[src/rtl/trgo_pkg.sv]
package trgo_pkg;
    localparam int REF_N  = 4;
    localparam int MODE_W = 3;

    typedef enum logic [MODE_W-1:0] {
        SRC_UGEN    = 3'd0,
        SRC_ENABLE  = 3'd1,
        SRC_UPDATE  = 3'd2,
        SRC_CCPULSE = 3'd3,
        SRC_REF1    = 3'd4,
        SRC_REF2    = 3'd5,
        SRC_REF3    = 3'd6,
        SRC_REF4    = 3'd7
    } trgo_src_e;
endpackage

[src/rtl/trgo_mode_fsm.sv]
module trgo_mode_fsm
    import trgo_pkg::*;
(
    input  logic              clk,
    input  logic              rst_n,
    input  logic              mode_we,
    input  logic [MODE_W-1:0] mode_wdata,
    output trgo_src_e         state_q
);
    trgo_src_e state_d;

    // WRITE transition: any state to the coded state; otherwise hold
    always_comb begin
        state_d = state_q;
        if (mode_we) begin
            unique case (mode_wdata)
                3'd0:    state_d = SRC_UGEN;
                3'd1:    state_d = SRC_ENABLE;
                3'd2:    state_d = SRC_UPDATE;
                3'd3:    state_d = SRC_CCPULSE;
                3'd4:    state_d = SRC_REF1;
                3'd5:    state_d = SRC_REF2;
                3'd6:    state_d = SRC_REF3;
                default: state_d = SRC_REF4;
            endcase
        end
    end

    always_ff @(posedge clk or negedge rst_n) begin
        if (!rst_n) state_q <= SRC_UGEN;
        else        state_q <= state_d;
    end

    AST_STATE_HOLD: assert property (@(posedge clk) disable iff (!rst_n)
        !mode_we |=> $stable(state_q));
endmodule

[src/rtl/trgo_enable_path.sv]
module trgo_enable_path (
    input  logic clk,
    input  logic rst_n,
    input  logic cen_bit,
    input  logic gated_mode,
    input  logic trig_in,
    input  logic msm_bit,
    output logic en_for_trgo,
    output logic cnt_en
);
    logic trig_now;
    logic trig_dly;

    assign trig_now = gated_mode & trig_in;

    always_ff @(posedge clk or negedge rst_n) begin
        if (!rst_n) trig_dly <= 1'b0;
        else        trig_dly <= trig_now;
    end

    // Sync on: trigger output takes the early copy, counter the late one.
    // Sync off: the counter takes the early copy, trigger output the late one.
    assign en_for_trgo = cen_bit | (msm_bit ? trig_now : trig_dly);

    always_ff @(posedge clk or negedge rst_n) begin
        if (!rst_n) cnt_en <= 1'b0;
        else        cnt_en <= cen_bit | (msm_bit ? trig_dly : trig_now);
    end

    AST_CEN_TO_ENABLE: assert property (@(posedge clk) disable iff (!rst_n)
        cen_bit |=> cnt_en);
    AST_SYNC_OFF_START: assert property (@(posedge clk) disable iff (!rst_n)
        (!msm_bit && gated_mode && trig_in) |=> cnt_en);
endmodule

[src/rtl/trgo_out_mux.sv]
module trgo_out_mux
    import trgo_pkg::*;
(
    input  logic             clk,
    input  logic             rst_n,
    input  trgo_src_e        state_q,
    input  logic             ug_strobe,
    input  logic             slv_rst_strobe,
    input  logic             en_for_trgo,
    input  logic             upd_strobe,
    input  logic             cc1_set,
    input  logic [REF_N-1:0] oc_ref,
    output logic             trgo
);
    logic trgo_d;

    always_comb begin
        unique case (state_q)
            SRC_UGEN:    trgo_d = ug_strobe | slv_rst_strobe;
            SRC_ENABLE:  trgo_d = en_for_trgo;
            SRC_UPDATE:  trgo_d = upd_strobe;
            SRC_CCPULSE: trgo_d = cc1_set;
            SRC_REF1:    trgo_d = oc_ref[0];
            SRC_REF2:    trgo_d = oc_ref[1];
            SRC_REF3:    trgo_d = oc_ref[2];
            SRC_REF4:    trgo_d = oc_ref[3];
            default:     trgo_d = 1'b0;
        endcase
    end

    always_ff @(posedge clk or negedge rst_n) begin
        if (!rst_n) trgo <= 1'b0;
        else        trgo <= trgo_d;
    end

    AST_UG_PULSE: assert property (@(posedge clk) disable iff (!rst_n)
        (state_q == SRC_UGEN && ug_strobe) |=> trgo);
    AST_SLAVE_RST_LAG: assert property (@(posedge clk) disable iff (!rst_n)
        (state_q == SRC_UGEN && slv_rst_strobe) |=> trgo);
    AST_UPDATE_PULSE: assert property (@(posedge clk) disable iff (!rst_n)
        (state_q == SRC_UPDATE) |=> (trgo == $past(upd_strobe)));
    AST_CC_PULSE: assert property (@(posedge clk) disable iff (!rst_n)
        (state_q == SRC_CCPULSE && cc1_set) |=> trgo);
    AST_REF_FOLLOW: assert property (@(posedge clk) disable iff (!rst_n)
        state_q[2] |=> (trgo == $past(oc_ref[state_q[1:0]])));
endmodule

[src/rtl/trgo_master_sel.sv]
module trgo_master_sel
    import trgo_pkg::*;
(
    input  logic             clk,
    input  logic             rst_n,
    input  logic             mode_we,
    input  logic [2:0]       mode_wdata,
    input  logic             ug_strobe,
    input  logic             slv_rst_strobe,
    input  logic             cen_bit,
    input  logic             gated_mode,
    input  logic             trig_in,
    input  logic             msm_bit,
    input  logic             upd_strobe,
    input  logic             cc1_set,
    input  logic [3:0]       oc_ref,
    output logic             trgo,
    output logic             cnt_en
);
    trgo_src_e state_q;
    logic      en_for_trgo;

    trgo_mode_fsm u_fsm (
        .clk        (clk),
        .rst_n      (rst_n),
        .mode_we    (mode_we),
        .mode_wdata (mode_wdata),
        .state_q    (state_q)
    );

    trgo_enable_path u_en (
        .clk         (clk),
        .rst_n       (rst_n),
        .cen_bit     (cen_bit),
        .gated_mode  (gated_mode),
        .trig_in     (trig_in),
        .msm_bit     (msm_bit),
        .en_for_trgo (en_for_trgo),
        .cnt_en      (cnt_en)
    );

    trgo_out_mux u_mux (
        .clk            (clk),
        .rst_n          (rst_n),
        .state_q        (state_q),
        .ug_strobe      (ug_strobe),
        .slv_rst_strobe (slv_rst_strobe),
        .en_for_trgo    (en_for_trgo),
        .upd_strobe     (upd_strobe),
        .cc1_set        (cc1_set),
        .oc_ref         (oc_ref),
        .trgo           (trgo)
    );

    AST_RESET_QUIET: assert property (@(posedge clk)
        $rose(rst_n) |-> (!trgo && !cnt_en));
endmodule

[config.mk]
export PLATFORM = sky130hd
export DESIGN_NAME = trgo_master_sel
export DESIGN_NICKNAME = d
export VERILOG_FILES = /design/src/rtl/trgo_pkg.sv /design/src/rtl/trgo_mode_fsm.sv /design/src/rtl/trgo_enable_path.sv /design/src/rtl/trgo_out_mux.sv /design/src/rtl/trgo_master_sel.sv
export SDC_FILE = /design/constraint.sdc
export NUM_CORES = 1
export LEC_CHECK = 0
export BUFFER_PORTS_ARGS = -buffer_cell sky130_fd_sc_hd__buf_2
export CORE_AREA = 3 3 40 42
export DETAILED_ROUTE_END_ITERATION = 8
export DIE_AREA = 0 0 43 45
export GPL_ROUTABILITY_DRIVEN = 0
export GPL_TIMING_DRIVEN = 0
export PLACE_DENSITY_LB_ADDON = 0.2
export SKIP_CTS_REPAIR_TIMING = 1
export SYNTH_ARGS = -nofsm -noshare
export SYNTH_HDL_FRONTEND = slang
export SYNTH_SLANG_ARGS = --single-unit
[constraint.sdc]
create_clock -name clk -period 1.3 [get_ports clk]
set_input_delay 0.195 -clock clk [delete_from_list [all_inputs] [get_ports clk]]
set_output_delay 0.195 -clock clk [all_outputs]
set_load 0.01 [all_outputs]
# ---- Yosys cells after proc, flatten, opt, wreduce, memory -nomap -nowiden
# Index checks and enable logic that the tools add are counted.
dict set report word_totals {
  out_inout_bits 2
  reg_bits 6
  input_bits 18
  elab_cells 27
}
dict set report classes {
  n_bitwise 4
  eq_ne 13
  n_reduce_logical 2
  mux 4
}
# op n
set ops {}
lappend ops {{$eq 3x3->1 const B} 7}
lappend ops {{$pmux 3 s7} 1}
lappend ops {{$eq 3x2->1 const B} 4}
lappend ops {{$pmux 1 s8} 1}
lappend ops {{$eq 3x1->1 const B} 2}
lappend ops {{$logic_not 3->1} 2}
lappend ops {{$or 1x1->1} 3}
lappend ops {{$mux 1} 2}
lappend ops {{$and 1x1->1} 1}

# ---- Logic depth before layout (Yosys ltp)
dict set report depth {
  depth_word 4
  mapped_depth 4
  depth_no_buf 4
}

# ---- Modules after synthesis
# From an unflattened synthesis, not the netlist that was laid out.
dict set report hier_totals {
  cells_unflattened 22
  hier_area_um2 285.3
}
# module n_inst seq_area_each_um2 area_each_um2 cells_each
set modules_own_cells {}
lappend modules_own_cells {trgo_mode_fsm 1 75.1 108.9 6}
lappend modules_own_cells {trgo_out_mux 1 25.0 91.3 8}
lappend modules_own_cells {trgo_enable_path 1 50.0 85.1 8}

# ---- Worst setup path before layout
# No wires, ideal clock.
dict set report synth_timing {
  kind {register -> register}
  from {register u_fsm.state_q[0]}
  to {register u_mux.trgo}
  period_less_slack_ns 1.238
  path_slack_ns 0.062
  t_required_ns 1.175
  path_stages_with_launch 4
  arrival_time_ns 1.112
  path_buffers 0
  setup_time_ns 0.125
  path_cell_list {dfrtp_1 -> mux4_1 -> nor2b_1 -> o21ai_1}
}
dict set report synth_via {
  elab_chain_cells 2
  word_cells_on_any_way 9
  classes_between {eq/ne (7); mux (1); reduce/logical (1)}
}
# element line_no
set synth_rtl {}
lappend synth_rtl {{from (decl)} trgo_mode_fsm.sv:8} ;# output trgo_src_e state_q
lappend synth_rtl {{from (signal assigned)} trgo_mode_fsm.sv:31} ;# else state_q <= state_d;
lappend synth_rtl {{$eq 3x3->1, or another cell as far along} trgo_out_mux.sv:18} ;# unique case (state_q)
lappend synth_rtl {{$pmux 1 s8 *} trgo_out_mux.sv:18}
lappend synth_rtl {{net u_mux.trgo_d} trgo_out_mux.sv:15} ;# logic trgo_d;
lappend synth_rtl {{to (signal assigned)} trgo_out_mux.sv:33} ;# else trgo <= trgo_d;
lappend synth_rtl {{to (decl)} trgo_out_mux.sv:13} ;# output logic trgo
# The timed path passes the listed nets; every way through them passes the cells marked *.
# A chain may end at the register's enable or synchronous reset.

# ---- Worst setup path in the final report
# Same ends and word-level chain as after synthesis.

==> results.ini <==
[synthesis]
syn_avg_cell_area_um2=12.3
muxShareOfSynthArea_pct=20.0
synth_compound_area_share_pct=14.0
synth-edff-count=0
ys_types=14
ys.flop_type=dfrtp_1
ys_top_cells_by_count=dfrtp_1 (6), nor2b_1 (3), a211o_1 (2), mux2_1 (2), o21ai_1 (2)
ys_async_sr_fraction_pct=100
synth_top_family_by_area=multiplexers
ys_seq_area_share_pct=51.1
yosys.area.top_type_share_pct=51.1
yosysWarnings=0
synthesis.nets=42
synth_simple_gate_area_share_pct=13.6
synthXorXnorAreaFrac_pct=0
synth.top_cells.by_area=dfrtp_1 (51%), mux4_1 (8.9%), mux2_1 (7.7%), nor2b_1 (6.4%), a211o_1 (6.0%)
synth_top_area_cell=dfrtp_1
synthAdderAreaFrac_pct=0
ys_ff_latch=6
yosysMostFrequentCell=dfrtp_1
synth_area_um2=294
syn_inst=24

[setup_path]
ff2ff_path_depth=3
criticalPathCategory=flip-flop to flip-flop
end_kind=flip-flop
required_ns=1.42
rr_startpoint=u_fsm.state_q[0]
arrival_ns=1.32
timing.rr.end=u_mux.trgo
rrSetupSlack_ns=0.10
crit_fanout=4
start_kind=flip-flop

[drt]
drt-pass1-iter-count=2
drt-initial-drc-count=5
routed_wl_um=683
viasPerCell=4.38
ant_nets=0
wl_per_cell_um=10.8
vias=276
post-route-drc-count=0

[power]
p_switching_mw=0.118
switching_share_pct=24.0
p_leak_nw=0.225
p_comb_share_pct=20.5
p_int_mw=0.372
cellPowerDensity_nw_per_um2=1080
seq_power_share_pct=44.7
irDropWorstVdd_mv=0.300
power_frac_clock_pct=34.8

[die]
die_h_um=45
io_pins=20
dieArea_um2=1940
initial_utilization_pct=22.9
die_w_um=43
rows=13
core_area_um2=1280

[run_status]
status=finished clean

[sta]
worst_slew_pin_slew_ns=0.189
finalCriticalPeriod_ns=1.20
slew_headroom_pct=87.4
max_freq_mhz=834
whs_ns=0.166
finalClockSkew_ns=0.00483
fin_crit_sh_pct=92.2
setup_viol_count_final=0
finalHoldViolations=0
slew_viol_final=0

[placement]
portBuffers=19
dp_hpwl_um=536

[clock_network]
htreeDepth=1
root_buffer=clkbuf_4
cts-buffers-inserted=3
clk_latency_ns=0.24
cts.sinks=6
path_clk_slew_ns=0.05
clk_path_buf_depth=2
cts_tree=yes

[cells_and_area]
fin_nets=68
drive_above_1_share_pct=58.3
fin_util_pct=35.3
n_antenna_cell=0
syn_to_final_growth_pct=54.5

[grt]
grt_pass1_wl_mm=1.08
grt_overflow=0
grt_max_degree=7
grt_usage_pct=7.80
grt_antenna_before_repair=0
grt_pass1_vias=288

[worst_hold_path]
min_path_type=primary input to flip-flop
min_to=u_fsm.state_q[1]
hold_start=mode_wdata[1]
hold_depth=3

[flow_run]
maxCapViolCount=0

==> cell usage in the layout, fill, tap and decap left out, drive strengths merged <==
cell type	Yosys	final
buf	0	20
dfrtp	6	6
clkbuf	0	3
nor2b	3	3
o21ai	3	3
a211o	2	2
mux2	2	2
and2	1	1
mux4	1	1
inv	1	1
mux2i	1	1
nor2	1	1
a311oi	1	1
nor3	1	1
nand2	1	1
dlygate4sd3	0	1
==> state kept, by name, indices dropped and copies added, names as in the netlist <==
register / cells
u_mux.trgo: 1
u_en.cnt_en: 1
u_fsm.state_q: 3
u_en.trig_dly: 1
==> critical path: stages, from the launching register on <==
cell     delay (ns)
dfrtp_2        0.39
mux4_2         0.52
nor2b_2        0.11
o21ai_1        0.06
==> cells by family after synthesis <==
family / count (synthesis)
buffers and inverters: 1
DFF: 6
and+or+nand+nor: 7
AOI/OAI and AO/OA: 6
muxes: 4
==> worst max path at each step <==
| stage | startpoint | endpoint | cells past startpoint |
|---|---|---|---|
| after floorplan | u_fsm.state_q[0] | u_mux.trgo | 3 |
| after global placement | u_fsm.state_q[0] | u_mux.trgo | 3 |
| after detailed placement | u_fsm.state_q[0] | u_mux.trgo | 3 |
| after CTS | u_fsm.state_q[0] | u_mux.trgo | 3 |
| after global routing | u_fsm.state_q[0] | u_mux.trgo | 3 |
| final | u_fsm.state_q[0] | u_mux.trgo | 3 |
==> metal layers <==
layer / up-vias / global-route usage [%] / part of all wire (%)
met5: - / 0 / 0
met2: 14 / 11.1 / 41
li1: 138 / - / -
met1: 124 / 8.62 / 45
met4: 0 / 7.23 / 0
met3: 0 / 3.59 / 13
==> power by group through the flow <==
| stage | Sequential, mW | Clock [mW] | Combinational (mW) |
|---|---|---|---|
| 3_3_place_gp | 0.222 | 0 | 0.0869 |
| 6_report | 0.219 | 0.170 | 0.100 |
| 3_5_place_dp | 0.221 | 0 | 0.0875 |
| 2_1_floorplan | 0.224 | 0 | 0.0383 |
| 4_1_cts | 0.218 | 0.178 | 0.0878 |
| 5_1_grt | 0.222 | 0.183 | 0.114 |
==> cell type report <==
type | instances | area (um2)
timing repair buffer | 21 | 113
sequential | 6 | 151
fill | 138 | 831
inverter | 1 | 3.75
multi-input combinational | 17 | 145
clock buffer | 3 | 22.5
tap | 15 | 18.8
==> stage by stage <==
stage / cells / worst slack [ns] / power [mW] / setup TNS, ns / area (um2)
2_1_floorplan: 24 / 0.0624 / 0.262 / 0 / 294
3_3_place_gp: 58 / -0.0393 / 0.309 / -0.0393 / 408
3_5_place_dp: 58 / -0.0367 / 0.308 / -0.0367 / 408
4_1_cts: 61 / -0.0435 / 0.484 / -0.0435 / 430
5_1_grt: 63 / -0.00217 / 0.520 / -0.00217 / 454
6_report: 63 / 0.101 / 0.489 / 0 / 454
No activity file was read; power rests on OpenSTA's default activity.
